===== config.mk =====
export PLATFORM = sky130hd
export DESIGN_NAME = pfx_adder
export DESIGN_NICKNAME = d
export VERILOG_FILES = /design/src/rtl/pfx_pkg.sv /design/src/rtl/pfx_column_pg.sv /design/src/rtl/pfx_tree.sv /design/src/rtl/pfx_sum.sv /design/src/rtl/pfx_adder.sv
export SDC_FILE = /design/constraint.sdc
export NUM_CORES = 1
export LEC_CHECK = 0
export ABC_CLOCK_PERIOD_IN_PS = 3900
export CAP_MARGIN = 30
export CELL_PAD_IN_SITES_DETAIL_PLACEMENT = 1
export CELL_PAD_IN_SITES_GLOBAL_PLACEMENT = 1
export CORE_UTILIZATION = 40
export DETAILED_ROUTE_END_ITERATION = 12
export DONT_BUFFER_PORTS = 1
export PLACE_DENSITY = 0.85
export SLEW_MARGIN = 20
export SYNTH_ARGS = -nofsm -noshare
export SYNTH_HDL_FRONTEND = slang
export SYNTH_SLANG_ARGS = --single-unit

===== constraint.sdc =====
create_clock -name vclk -period 3.9
set_input_delay 0.585 -clock vclk [all_inputs]
set_output_delay 0.585 -clock vclk [all_outputs]
set_load 0.02 [all_outputs]

===== src/rtl/pfx_pkg.sv =====
package pfx_pkg;

   // generate / propagate pair of one span of columns
   typedef struct packed {
      logic g;
      logic p;
   } gp_t;

   localparam int TREE_SPARSE = 0;   // fanout-doubling tree, fewest cells
   localparam int TREE_FULL   = 1;   // one cell per column per level

   // upper span i:k combined with lower span k-1:j
   function automatic gp_t gp_merge(input gp_t hi, input gp_t lo);
      gp_t r;
      r.g = hi.g | (hi.p & lo.g);
      r.p = hi.p & lo.p;
      return r;
   endfunction

   function automatic bit is_pow2(input int v);
      return (v > 0) && ((v & (v - 1)) == 0);
   endfunction

endpackage


===== src/rtl/pfx_column_pg.sv =====
module pfx_column_pg
   import pfx_pkg::*;
#(
   parameter int W = 32
) (
   input  logic [W-1:0] a_i,
   input  logic [W-1:0] b_i,
   input  logic         cin_i,
   output gp_t  [W-1:0] leaf_o,   // position 0: carry-in column, position k: bit k-1
   output gp_t          top_o,    // pair of the most significant bit
   output logic [W-1:0] half_o    // a xor b per bit
);

   // column below bit 0 holds the carry-in and never propagates
   assign leaf_o[0] = '{g: cin_i, p: 1'b0};

   for (genvar i = 0; i < W - 1; i++) begin : g_col
      assign leaf_o[i+1] = '{g: a_i[i] & b_i[i], p: a_i[i] | b_i[i]};
   end

   assign top_o  = '{g: a_i[W-1] & b_i[W-1], p: a_i[W-1] | b_i[W-1]};
   assign half_o = a_i ^ b_i;

endmodule


===== src/rtl/pfx_tree.sv =====
module pfx_tree
   import pfx_pkg::*;
#(
   parameter int W    = 32,
   parameter int KIND = TREE_SPARSE
) (
   input  gp_t  [W-1:0] leaf_i,
   output logic [W-1:0] carry_o   // carry_o[k]: generate of span k..0 = carry into bit k
);

   localparam int LVLS = $clog2(W);

   gp_t [W-1:0] node [LVLS+1];

   assign node[0] = leaf_i;

   for (genvar lvl = 0; lvl < LVLS; lvl++) begin : g_lvl
      localparam int SPAN = 1 << lvl;
      for (genvar col = 0; col < W; col++) begin : g_node
         if (KIND == TREE_SPARSE) begin : g_sparse
            if (((col >> lvl) & 1) == 1) begin : g_cell
               localparam int PART = ((col >> lvl) << lvl) - 1;
               assign node[lvl+1][col] = gp_merge(node[lvl][col], node[lvl][PART]);
            end else begin : g_pass
               assign node[lvl+1][col] = node[lvl][col];
            end
         end else begin : g_full
            if (col >= SPAN) begin : g_cell
               assign node[lvl+1][col] = gp_merge(node[lvl][col], node[lvl][col-SPAN]);
            end else begin : g_pass
               assign node[lvl+1][col] = node[lvl][col];
            end
         end
      end
   end

   for (genvar col = 0; col < W; col++) begin : g_out
      assign carry_o[col] = node[LVLS][col].g;
   end

   // every final span reaches the carry-in column, so its propagate is always low
   logic unused_span_p;
   always_comb begin
      unused_span_p = 1'b0;
      for (int c = 0; c < W; c++) unused_span_p = unused_span_p ^ node[LVLS][c].p;
   end

endmodule


===== src/rtl/pfx_sum.sv =====
module pfx_sum
   import pfx_pkg::*;
#(
   parameter int W = 32
) (
   input  logic [W-1:0] half_i,
   input  logic [W-1:0] carry_i,
   input  gp_t          top_i,
   output logic [W-1:0] sum_o,
   output logic         cout_o
);

   assign sum_o  = half_i ^ carry_i;
   assign cout_o = top_i.g | (top_i.p & carry_i[W-1]);

endmodule


===== src/rtl/pfx_adder.sv =====
module pfx_adder
   import pfx_pkg::*;
#(
   parameter int WIDTH     = 32,
   parameter int TREE_KIND = TREE_SPARSE
) (
   input  logic [WIDTH-1:0] a_i,
   input  logic [WIDTH-1:0] b_i,
   input  logic             carry_i,
   output logic [WIDTH-1:0] sum_o,
   output logic             carry_o
);

   // reject unsupported parameters at elaboration
   if (WIDTH < 2 || !is_pow2(WIDTH)) begin : g_bad_width
      $error("pfx_adder: WIDTH must be a power of two of at least 2");
   end
   if (TREE_KIND != TREE_SPARSE && TREE_KIND != TREE_FULL) begin : g_bad_kind
      $error("pfx_adder: TREE_KIND must be 0 or 1");
   end

   gp_t  [WIDTH-1:0] leaf;
   gp_t              top_gp;
   logic [WIDTH-1:0] half;
   logic [WIDTH-1:0] carry_in_col;

   pfx_column_pg #(.W(WIDTH)) u_pg (
      .a_i    (a_i),
      .b_i    (b_i),
      .cin_i  (carry_i),
      .leaf_o (leaf),
      .top_o  (top_gp),
      .half_o (half)
   );

   pfx_tree #(.W(WIDTH), .KIND(TREE_KIND)) u_tree (
      .leaf_i  (leaf),
      .carry_o (carry_in_col)
   );

   pfx_sum #(.W(WIDTH)) u_sum (
      .half_i  (half),
      .carry_i (carry_in_col),
      .top_i   (top_gp),
      .sum_o   (sum_o),
      .cout_o  (carry_o)
   );

endmodule


==> results.sh <==
export IMPL_period_minus_slack_ns=3.419
export IMPL_power_total_uw=371.5
export IMPL_syn_nets=422
export IMPL_dpl_instance_area_sq_um=2233
export IMPL_grt_use_total_pct=17.13
export IMPL_dp_slack_ns=0.4493
export IMPL_setup_slack_ns=0.4811
export IMPL_initial_core_util_pct=41.57
export IMPL_dr_pass1_iters=4
export IMPL_grt_ovfl_total=0
export IMPL_rows=26
export IMPL_yosysSeqAreaShare_pct=0
export IMPL_chipWidth_um=74.86
export IMPL_wl_um=4860
export IMPL_hold_buffers=0
export IMPL_initialDrtViolationCount=33
export IMPL_startpoint="b_i[0]"
export IMPL_gp_congestion=0.7426
export IMPL_design_seq_count=0
export IMPL_synth_most_common_cell="inv_1"
export IMPL_pin_count=98
export IMPL_fin_nets=427
export IMPL_finalMaxSlewViolations=0
export IMPL_status="completed"
export IMPL_crit_end="sum_o[31]"
export IMPL_drtAntennaViolNets=0
export IMPL_layout_area_seq_sq_um=0
export IMPL_nClkBuffers=0
export IMPL_worstMarginPinSlew_ns=0.5718
export IMPL_antenna_cells=0
export IMPL_syn_avg_cell_area_sq_um=7.297
export IMPL_finalHoldViolCount=0
export IMPL_crit_type="input pin to primary output"
export IMPL_maxCapViolations=0
export IMPL_yosys_area_top_type="ha_1"
export IMPL_synthTopCellsByCount="87 x inv_1, 60 x ha_1, 21 x nor2_1"
export IMPL_core_sq_um=5107
export IMPL_hold_class="input pin to primary output"
export IMPL_grt_first_pass_wirelength_um=7790
export IMPL_synth_top_area_share_pct=35.36
export IMPL_relSlewSlack_pct=61.53
export IMPL_crit_fanout=5
export IMPL_cts_resized=0
export IMPL_critical_path_endpoint_type="primary output"
export IMPL_synth_area_leaders="ha_1 35%, inv_1 15%, fa_1 5.7%, xor2_1 4.5%, nor2_1 3.7%"
export IMPL_hpwlAfterDp_um=4634
export IMPL_wl_per_cell_um=13.35
export IMPL_fin_crit_sh_pct=87.66
export IMPL_yosysUniqueCellTypes=49
export IMPL_grt_pass1_vias=1881
export IMPL_drive_gt1_share_pct=5.102
export IMPL_critical_path_arrival_ns=2.83
export IMPL_vias_per_cell=5.173
export IMPL_die_area_sq_um=5603
export IMPL_portBuffers=0
export IMPL_hp_start="b_i[1]"
export IMPL_ys_warnings_count=0
export IMPL_route_detailed_drc=0
export IMPL_n_fill_cell=671
export IMPL_tns_ns=0
export IMPL_leakage_uw=0.001272
export IMPL_post_cts_buffers=0
export IMPL_syn_area_sq_um=2123
export IMPL_syn2layout_area_growth_pct=5.186
export IMPL_grt_max_degree=7
export IMPL_rsz0062_at_grt="no"
export IMPL_timing_fmax_mhz=292.5
export IMPL_syn_inst=291
export IMPL_peakVddDrop_mv=0.07756
export IMPL_worstSetupStartpointType="input pin"
export IMPL_powerDensity_nw_per_um2=166.3
export IMPL_vias=1883
export IMPL_antenna_found_initial=0
export IMPL_fin_util_pct=43.73
export IMPL_setup_violations=0
export IMPL_fin_area_sq_um=2233
export IMPL_worstPathRequired_ns=3.31
export IMPL_die_h_um=74.86
-- where the power goes --
part	leakage (uW)	switching, uW	internal, uW
clock	0	0	0
combinational	0.00127	243	128
sequential	0	0	0
total	0.00127	243	128
-- metal layers --
layer / part of all wire [%] / GRT usage [%] / up-vias
met5: 0 / 0 / -
li1: - / - / 938
met4: 0.78 / 1.048 / 0
met1: 39 / 19.57 / 892
met2: 54 / 34.53 / 49
met3: 6.0 / 2.544 / 4
-- area by class of cell --
cell class         instances  area (sq um)  area share (%)
well taps                 70         87.58           3.922
repair buffers             3         22.52           1.008
inverters                 87         326.6           14.62
multi-input cells        204          1797           80.45
-- cells in the final DEF (no fill, tap or decap), types with 3 or more instances in the layout --
cell      Yosys  routed
a21oi_1      13      13
a311oi_1      4       4
buf_4         0       3
fa_1          6       6
ha_1         60      60
inv_1        87      87
nand2_1      10      10
nor2_1       21      21
nor2b_1       6       6
nor3_1        4       4
nor4_1        3       3
o21ai_0       8       8
o21bai_1      6       6
xnor2_1       9       9
xor2_1       11      11
-- cell families (layout without fill, tap and decap cells) --
logic type      after synthesis  in the layout  synth area share, %
compound gates               59             59                21.10
simple gates                 58             58                13.79
mux                           1              1               0.4714
buf+inv                      87             90                15.38
fa+ha+maj                    66             66                41.01
xor+xnor                     20             20                8.250
-- worst min-delay path by stage --
| stage | to | cells after the start |
|---|---|---|
| 3_3_place_gp | sum_o[1] | 1 |
| 4_1_cts | sum_o[3] | 1 |
| 5_1_grt | sum_o[3] | 1 |
| 3_5_place_dp | sum_o[7] | 1 |
| 6_report | sum_o[1] | 1 |
| 2_1_floorplan | sum_o[1] | 1 |
-- through the flow --
| step | hold WS [ns] | cells |
|---|---|---|
| floorplan | 1.426 | 291 |
| global placement | 1.433 | 364 |
| detailed placement | 1.432 | 364 |
| CTS | 1.438 | 364 |
| global route | 1.442 | 364 |
| finish | 1.437 | 364 |
-- critical path: stages --
cell and delay (ns):
inv_1 0.06, fa_1 0.25, o21bai_4 0.10, o2111ai_2 0.20, nand3_2 0.12, a311o_1 0.33, o21a_4 0.23, nor2_1 0.17
o221ai_1 0.15, fa_1 0.64
No activity file was read; power rests on OpenSTA's default activity.
